`config.mk`:
```
export PLATFORM = sky130hd
export DESIGN_NAME = dualband_prescaler
export DESIGN_NICKNAME = d
export VERILOG_FILES = /design/src/rtl/psc_pkg.sv /design/src/rtl/psc_div2_cell.sv /design/src/rtl/psc_band_mux.sv /design/src/rtl/dualband_prescaler.sv
export SDC_FILE = /design/constraint.sdc
export NUM_CORES = 1
export LEC_CHECK = 0
export BUFFER_PORTS_ARGS = -buffer_cell sky130_fd_sc_hd__buf_2
export CAP_MARGIN = 20
export CORE_AREA = 2 2 39 41
export DETAILED_ROUTE_END_ITERATION = 10
export DIE_AREA = 0 0 41 43
export GPL_TIMING_DRIVEN = 0
export SLEW_MARGIN = 40
export SYNTH_ARGS = -nofsm -noshare
export SYNTH_HDL_FRONTEND = slang
export SYNTH_SLANG_ARGS = --single-unit
```
`constraint.sdc`:
```
create_clock -name clk -period 1.35 [get_ports clk]
set_clock_uncertainty 0.15 [all_clocks]
set_input_delay 0.135 -clock clk [delete_from_list [all_inputs] [get_ports clk]]
set_output_delay 0.135 -clock clk [all_outputs]
set_load 0.01 [all_outputs]
```
`src/rtl/psc_pkg.sv`:
```
package psc_pkg;
   typedef enum logic {
      BAND_LO = 1'b0,
      BAND_HI = 1'b1
   } band_e;

   // number of input periods in one division cycle
   function automatic int cycle_len(input int stages, input logic extra);
      return (1 << stages) - (extra ? 0 : 1);
   endfunction
endpackage

```
`src/rtl/psc_div2_cell.sv`:
```
module psc_div2_cell (
   input  logic clk,
   input  logic rst,
   input  logic load,
   input  logic load_val,
   input  logic tog,
   output logic q
);
   always_ff @(posedge clk) begin
      if (rst)       q <= 1'b0;
      else if (load) q <= load_val;
      else if (tog)  q <= ~q;
   end
endmodule

```
`src/rtl/psc_band_mux.sv`:
```
module psc_band_mux #(
   parameter int W = 2
) (
   input  logic         sel,
   input  logic [W-1:0] in_lo,
   input  logic [W-1:0] in_hi,
   output logic [W-1:0] y
);
   assign y = sel ? in_hi : in_lo;
endmodule

```
`src/rtl/dualband_prescaler.sv`:
```
module dualband_prescaler #(
   parameter int LO_STAGES = 3,  // lower pair: 2^LO-1 / 2^LO
   parameter int HI_STAGES = 1   // extra cells used only by the upper band
) (
   input  logic clk,
   input  logic rst,
   input  logic mod_sel,
   input  logic band_sel,
   output logic div_clk,
   output logic eod_pulse
);
   import psc_pkg::*;

   localparam int TOT = LO_STAGES + HI_STAGES;

   generate
      if (LO_STAGES < 3) begin : g_bad_lo
         $error("LO_STAGES must cover the full-rate cell and the four-phase stage");
      end
      if (HI_STAGES < 1) begin : g_bad_hi
         $error("HI_STAGES must be at least 1");
      end
      if (TOT > 16) begin : g_bad_tot
         $error("chain longer than 16 cells");
      end
   endgenerate

   band_e            band_q;
   logic [TOT-1:0]   q;
   logic [TOT:0]     carry;
   logic [1:0]       sel_out;
   logic             end_now;

   assign carry[0] = 1'b1;

   // Stage 0 is the full-rate divide-by-2; stages 1..2 form the four-phase
   // stage whose 2-bit value is the phase pointer; upper cells run only in
   // the upper band.
   generate
      for (genvar i = 0; i < TOT; i++) begin : g_cell
         logic tog_i;
         logic ld_val;
         if (i < LO_STAGES) begin : g_lo
            assign tog_i = carry[i];
         end else begin : g_hi
            assign tog_i = carry[i] & (band_q == BAND_HI);
         end
         if (i == 0) begin : g_front
            // phase advance: start at 1 skips one input period
            assign ld_val = ~mod_sel;
         end else begin : g_rest
            assign ld_val = 1'b0;
         end
         psc_div2_cell u_cell (
            .clk      (clk),
            .rst      (rst),
            .load     (end_now),
            .load_val (ld_val),
            .tog      (tog_i),
            .q        (q[i])
         );
         assign carry[i+1] = carry[i] & q[i];
      end
   endgenerate

   // single 2-to-1 selection of the stage that ends the cycle
   psc_band_mux #(.W(2)) u_sel (
      .sel   (band_q == BAND_HI),
      .in_lo ({carry[LO_STAGES], q[LO_STAGES-1]}),
      .in_hi ({carry[TOT],       q[TOT-1]}),
      .y     (sel_out)
   );

   assign end_now = sel_out[1];

   always_ff @(posedge clk) begin
      if (rst)          band_q <= BAND_LO;
      else if (end_now) band_q <= band_e'(band_sel);
   end

   assign div_clk   = sel_out[0];
   assign eod_pulse = end_now;
endmodule

```
==> impl_metrics.xml, run 1 <==
<?xml version="1.0" encoding="UTF-8"?>
<metrics>
  <group name="logic_synthesis">
    <metric name="synth_nets" unit="">27</metric>
    <metric name="synthesis.area_per_instance" unit="um2">10.2</metric>
    <metric name="synth_sequential_area_ratio" unit="">0.426</metric>
    <metric name="post_synth_inst_count" unit="">23</metric>
    <metric name="synthesis.yosys.warnings" unit="">0</metric>
    <metric name="netlist-cell-type-count" unit="">16</metric>
    <metric name="syn-cell-area" unit="um2">235</metric>
    <metric name="synth_seq_cells" unit="">5</metric>
  </group>
  <group name="grt">
    <metric name="grt_first_pass_wirelength" unit="um">683</metric>
    <metric name="grt.overflow.total" unit="">0</metric>
    <metric name="number_of_antenna_violations_at_the_first_check_in_global_routing" unit="">0</metric>
    <metric name="grt_util_all_layers" unit="">0.0633</metric>
    <metric name="grt_max_degree" unit="">9</metric>
    <metric name="grt_pass1_vias" unit="">182</metric>
  </group>
  <group name="floorplan">
    <metric name="core_area" unit="um2">1380</metric>
    <metric name="die_h" unit="um">43</metric>
    <metric name="die_w" unit="um">41</metric>
    <metric name="io_pins" unit="">6</metric>
    <metric name="effective_utilization_at_floorplan" unit="">0.170</metric>
    <metric name="die_area" unit="um2">1760</metric>
    <metric name="rows" unit="">14</metric>
  </group>
  <group name="min_path">
    <metric name="timing.hold.worst_endpoint" unit="">g_cell[0].u_cell.q</metric>
    <metric name="hold-path-cell-count" unit="">3</metric>
    <metric name="hold_start" unit="">mod_sel</metric>
    <metric name="hold_crit_class" unit="">input pin to register</metric>
  </group>
  <group name="worst_setup_path">
    <metric name="worst_setup_path_type" unit="">register to output port</metric>
    <metric name="reg2reg_setup_slack" unit="ns">0.32</metric>
    <metric name="cp_data_required_time" unit="ns">1.07</metric>
    <metric name="arrival" unit="ns">1.02</metric>
    <metric name="rr_endpoint" unit="">g_cell[3].u_cell.q</metric>
    <metric name="critical_path_peak_fanout" unit="">4</metric>
    <metric name="worstSetupEndpointType" unit="">output port</metric>
    <metric name="reg2reg_depth" unit="">2</metric>
    <metric name="start_kind" unit="">register</metric>
    <metric name="startpoint" unit="">band_q</metric>
    <metric name="crit-reg2reg-launch" unit="">g_cell[3].u_cell.q</metric>
  </group>
  <group name="clock_tree">
    <metric name="cts-root-to-sink-buffers" unit="">2</metric>
    <metric name="post-cts-setup-buffers" unit="">0</metric>
    <metric name="cts_sinks" unit="">5</metric>
    <metric name="h-tree-depth" unit="">1</metric>
    <metric name="clock_insertion_delay_worst_skew" unit="ns">0.24</metric>
    <metric name="root_buffer" unit="">clkbuf_4</metric>
    <metric name="clk_pin_slew" unit="ns">0.04</metric>
    <metric name="cts_buffers" unit="">3</metric>
    <metric name="cts_tree" unit="">yes</metric>
  </group>
  <group name="layout">
    <metric name="area_delta_synth_final" unit="%">41.0</metric>
    <metric name="final_net_count" unit="">38</metric>
    <metric name="final_layout_size_suffix_gt1_frac" unit="">0.485</metric>
    <metric name="diodes" unit="">0</metric>
    <metric name="fillerInstances" unit="">148</metric>
  </group>
  <group name="run">
    <metric name="max_capacitance_violation_count" unit="">0</metric>
  </group>
  <group name="power">
    <metric name="pwr-share-seq" unit="">0.456</metric>
    <metric name="cellInternalPower" unit="mW">0.290</metric>
    <metric name="fin_total_pwr" unit="mW">0.371</metric>
    <metric name="clockPowerShare" unit="">0.459</metric>
    <metric name="power.share.combinational" unit="">0.085</metric>
    <metric name="leakage" unit="nW">0.134</metric>
    <metric name="power_density" unit="nW/um2">1120</metric>
    <metric name="switching_share" unit="">0.217</metric>
    <metric name="peakVddDrop" unit="uV">435</metric>
    <metric name="p_sw" unit="mW">0.0806</metric>
  </group>
  <group name="route">
    <metric name="postRouteAntennaNets" unit="">0</metric>
    <metric name="viasPerCell" unit="">4.22</metric>
    <metric name="routed_wire_length_per_instance" unit="um">8.82</metric>
    <metric name="route.vias.total" unit="">207</metric>
    <metric name="post-route-drc-count" unit="">0</metric>
    <metric name="drt_wl_total" unit="um">432</metric>
    <metric name="drt_pre_antenna_iters" unit="">2</metric>
    <metric name="first_iter_violations" unit="">1</metric>
  </group>
  <group name="status">
    <metric name="outcome" unit="">finished clean</metric>
  </group>
  <group name="timing">
    <metric name="finalMaxSlewViolations" unit="">0</metric>
    <metric name="post-route-period-util" unit="">0.963</metric>
    <metric name="worst_slew_pin_slew" unit="ns">0.201</metric>
    <metric name="slew-limit-headroom" unit="">0.866</metric>
    <metric name="fmax" unit="MHz">769</metric>
    <metric name="rsz0062_at_grt" unit="">false</metric>
    <metric name="hold_viol_final" unit="">0</metric>
    <metric name="final.setup.tns" unit="ns">0</metric>
    <metric name="period_minus_slack" unit="ns">1.30</metric>
    <metric name="report.final.setup_viol" unit="">0</metric>
  </group>
  <group name="place">
    <metric name="place_congestion" unit="">0.703</metric>
    <metric name="portBuffers" unit="">5</metric>
  </group>
</metrics>
-- cells by family after synthesis --
family / share of synthesized area
buf+inv: 0.0159
compound gates: 0.138
simple gates: 0.293
mux: 0.0904
flops: 0.426
xor+xnor: 0.0372
-- cells in the mapped netlist --
library cell | n | area share
o32ai_1 | 2 | 0.074
dfxtp_1 | 5 | 0.43
mux2_2 | 1 | 0.048
nand3_2 | 1 | 0.043
nand2b_1 | 2 | 0.053
nor2b_1 | 1 | 0.027
inv_1 | 1 | 0.016
xnor2_1 | 1 | 0.037
and4_2 | 1 | 0.043
a21oi_1 | 1 | 0.021
or2_1 | 1 | 0.027
a21bo_2 | 1 | 0.043
mux2i_1 | 1 | 0.043
nand3b_1 | 1 | 0.032
nor2_1 | 2 | 0.032
or3b_1 | 1 | 0.037
-- flip-flops by register name (all words and copies together) (netlist names) --
register,cells
band_q,1
g_cell.u_cell.q,4
-- worst max-delay path: stages (launching register included) --
cell and delay [ns]:
dfxtp_2 0.35, mux2_4 0.31, buf_6 0.12
-- metrics by stage --
step                       util  cells  setup WS (ns)  hold slack [ns]  cell area (um2)
final                     0.240     49         0.0499          0.00795              332
after CTS                 0.231     49        0.00431          0.00448              319
after detailed placement  0.203     44          0.228            0.249              280
after global routing      0.240     49        0.00436           0.0101              332
after global placement    0.203     44          0.233            0.244              280
after floorplan               -     23          0.339           0.0541              235
-- layer usage --
metal,up-vias,routed length [um],GRT usage,share of wire
met5,-,0,0,0
met4,0,0,0.0400,0
met3,0,34,0.0628,0.079
met2,6,193,0.0750,0.45
met1,98,204,0.0677,0.47
li1,103,-,-,-
-- worst max-delay path by stage --
stage                                     to  cells past startpoint
after floorplan           g_cell[0].u_cell.q                      2
after global placement               div_clk                      2
after detailed placement           eod_pulse                      3
after CTS                          eod_pulse                      3
after global routing               eod_pulse                      3
final                                div_clk                      2
-- cells in the final DEF (no fill, tap or decap), drive strengths merged --
cell         n
dfxtp        5
clkbuf       4
inv          1
a21oi        1
o32ai        2
nor2         2
dlygate4sd3  1
nand3        1
nand3b       1
or2          1
a21bo        1
mux2         1
nor2b        1
and4         1
xnor2        1
buf          5
mux2i        1
or3b         1
nand2b       2
-- cell type report --
type / count / area [um2] / area share
flip-flops and latches: 5 / 105 / 0.317
inverters: 1 / 3.75 / 0.0113
repair buffers: 6 / 41.3 / 0.125
well taps: 16 / 20.0 / 0.0604
clock buffers: 4 / 26.3 / 0.0792
multi-input cells: 17 / 135 / 0.408
-- repair_timing --
item,in CTS,in global routing
cloned,0,0
gates resized for setup,2,4
endpoints found under the hold margin,2,0
setup endpoints to repair,2,2
hold buffers,1,0
-- power by group through the flow --
stage	Clock [mW]	Sequential, mW	Combinational, mW
3_3_place_gp	0	0.169	0.0264
4_1_cts	0.178	0.167	0.0289
3_5_place_dp	0	0.170	0.0265
2_1_floorplan	0	0.167	0.0169
6_report	0.170	0.169	0.0317
5_1_grt	0.191	0.170	0.0346
No activity file was read; power rests on OpenSTA's default activity.
==> inputs of run 2 (changes only) <==
- CTS_BUF_LIST: not set -> sky130_fd_sc_hd__clkbuf_8 sky130_fd_sc_hd__clkbuf_16
==> impl_metrics.xml, run 2 (synthesized netlist as in run 1, its figures left out) <==
<?xml version="1.0" encoding="UTF-8"?>
<metrics>
  <group name="status">
    <metric name="outcome" unit="">finished clean</metric>
  </group>
  <group name="timing">
    <metric name="hold_viol_final" unit="">0</metric>
    <metric name="post-route-period-util" unit="">0.972</metric>
    <metric name="finalMaxSlewViolations" unit="">0</metric>
    <metric name="fmax" unit="MHz">762</metric>
    <metric name="setup_slack_of_the_critical_path_after_layout" unit="ns">0.0381</metric>
    <metric name="slew-limit-headroom" unit="">0.867</metric>
    <metric name="report.final.setup_viol" unit="">0</metric>
    <metric name="rsz0062_at_grt" unit="">false</metric>
    <metric name="worst_hold_slack" unit="ns">0.00937</metric>
    <metric name="period_minus_slack" unit="ns">1.31</metric>
    <metric name="final.setup.tns" unit="ns">0</metric>
    <metric name="worst_slew_pin_slew" unit="ns">0.198</metric>
  </group>
  <group name="power">
    <metric name="peakVddDrop" unit="uV">458</metric>
    <metric name="fin_total_pwr" unit="mW">0.464</metric>
    <metric name="power_density" unit="nW/um2">1410</metric>
    <metric name="leakage" unit="nW">0.139</metric>
  </group>
  <group name="worst_setup_path">
    <metric name="crit-reg2reg-launch" unit="">g_cell[2].u_cell.q</metric>
    <metric name="rr_endpoint" unit="">g_cell[0].u_cell.q</metric>
    <metric name="reg2reg_setup_slack" unit="ns">0.32</metric>
    <metric name="critical_path_peak_fanout" unit="">4</metric>
    <metric name="arrival" unit="ns">1.03</metric>
    <metric name="worst_setup_path_type" unit="">register to output port</metric>
    <metric name="worstSetupEndpointType" unit="">output port</metric>
    <metric name="cp_data_required_time" unit="ns">1.07</metric>
    <metric name="start_kind" unit="">register</metric>
    <metric name="reg2reg_depth" unit="">2</metric>
  </group>
  <group name="layout">
    <metric name="layout.cells.most_common" unit="">buf_2</metric>
    <metric name="post-route-util" unit="">0.238</metric>
    <metric name="final_net_count" unit="">37</metric>
    <metric name="finish.instance_area" unit="um2">329</metric>
    <metric name="reg.largest.list" unit="">g_cell.u_cell.q: 4 flops, band_q: 1 flops</metric>
    <metric name="final_layout_size_suffix_gt1_frac" unit="">0.469</metric>
    <metric name="final_cells" unit="">48</metric>
    <metric name="largest_register_ffs" unit="">4</metric>
    <metric name="diodes" unit="">0</metric>
    <metric name="regMostFlops" unit="">g_cell.u_cell.q</metric>
    <metric name="layout.cells.most_common_list" unit="">buf_2 (5), dfxtp_2 (3), clkbuf_8 (3)</metric>
    <metric name="area_delta_synth_final" unit="%">39.9</metric>
  </group>
  <group name="place">
    <metric name="placement.cell_area" unit="um2">280</metric>
    <metric name="worst_setup_slack_post_dpl" unit="ns">0.228</metric>
    <metric name="placedCellCount" unit="">44</metric>
    <metric name="place_congestion" unit="">0.703</metric>
    <metric name="portBuffers" unit="">5</metric>
  </group>
  <group name="min_path">
    <metric name="timing.hold.worst_endpoint" unit="">g_cell[1].u_cell.q</metric>
    <metric name="hold_crit_class" unit="">input pin to register</metric>
    <metric name="hold_start" unit="">rst</metric>
    <metric name="hold-path-cell-count" unit="">2</metric>
  </group>
  <group name="route">
    <metric name="postRouteAntennaNets" unit="">0</metric>
    <metric name="viasPerCell" unit="">4.10</metric>
    <metric name="route.vias.total" unit="">197</metric>
    <metric name="post-route-drc-count" unit="">0</metric>
    <metric name="routed_wire_length_per_instance" unit="um">9.17</metric>
    <metric name="drt_pre_antenna_iters" unit="">3</metric>
    <metric name="drt_wl_total" unit="um">440</metric>
    <metric name="first_iter_violations" unit="">5</metric>
  </group>
  <group name="floorplan">
    <metric name="effective_utilization_at_floorplan" unit="">0.170</metric>
    <metric name="core_area" unit="um2">1380</metric>
    <metric name="io_pins" unit="">6</metric>
    <metric name="die_w" unit="um">41</metric>
    <metric name="die_h" unit="um">43</metric>
    <metric name="die_area" unit="um2">1760</metric>
    <metric name="rows" unit="">14</metric>
  </group>
  <group name="grt">
    <metric name="grt.overflow.total" unit="">0</metric>
    <metric name="number_of_antenna_violations_at_the_first_check_in_global_routing" unit="">0</metric>
    <metric name="grt_pass1_vias" unit="">170</metric>
    <metric name="grt_first_pass_wirelength" unit="um">676</metric>
    <metric name="grt_util_all_layers" unit="">0.0673</metric>
    <metric name="grt_max_degree" unit="">9</metric>
  </group>
  <group name="clock_tree">
    <metric name="clock_insertion_delay_worst_skew" unit="ns">0.22</metric>
    <metric name="cts-root-to-sink-buffers" unit="">2</metric>
    <metric name="cts_buffers" unit="">3</metric>
    <metric name="clk_pin_slew" unit="ns">0.03</metric>
    <metric name="hold_fix_buffers_at_cts" unit="">0</metric>
    <metric name="cts_tree" unit="">yes</metric>
    <metric name="h-tree-depth" unit="">1</metric>
    <metric name="root_buffer" unit="">clkbuf_8</metric>
    <metric name="cts_sinks" unit="">5</metric>
  </group>
  <group name="run">
    <metric name="max_capacitance_violation_count" unit="">0</metric>
  </group>
</metrics>
-- run 2: report_power, final --
part | leakage (nW) | total (mW) | internal (mW) | switching [mW]
combinational | 0.0701 | 0.0263 | 0.0161 | 0.0103
sequential | 0.0419 | 0.169 | 0.158 | 0.0112
clock | 0.0269 | 0.269 | 0.195 | 0.0743
total | 0.139 | 0.464 | 0.369 | 0.0958
-- run 2: worst max path at each step --
stage | from | slack (ns) | to | depth (start not counted)
after floorplan | g_cell[0].u_cell.q | 0.34 | g_cell[0].u_cell.q | 2
after global placement | band_q | 0.23 | div_clk | 2
after detailed placement | g_cell[0].u_cell.q | 0.23 | eod_pulse | 3
after CTS | g_cell[1].u_cell.q | 0.03 | eod_pulse | 3
after global routing | band_q | 0.004 | div_clk | 2
final | band_q | 0.04 | div_clk | 2
-- run 2: what timing repair did --
item                                    in CTS  in global routing
gates resized for setup                      2                  1
endpoints found under the setup margin       2                  1
buffers inserted                             0                  0
-- run 2: area by class of cell --
class,instances,area (um2)
clock buffers,3,41.3
clock inverters,1,3.75
fillers,147,1050
inverters,1,3.75
multi-input cells,17,131
flip-flops and latches,5,104
well taps,16,20.0
repair buffers,5,25.0
-- run 2: critical path, cell delays in order, from the launching register on --
cell,delay [ns]
dfxtp_2,0.34
mux2_2,0.33
buf_2,0.14
-- run 2: metal layers --
layer | up-vias | global-route usage | routed length, um
met3 | 4 | 0.0628 | 43
met1 | 86 | 0.0677 | 213
met2 | 6 | 0.0688 | 162
li1 | 101 | - | -
met4 | 0 | 0.0800 | 21
met5 | - | 0 | 0
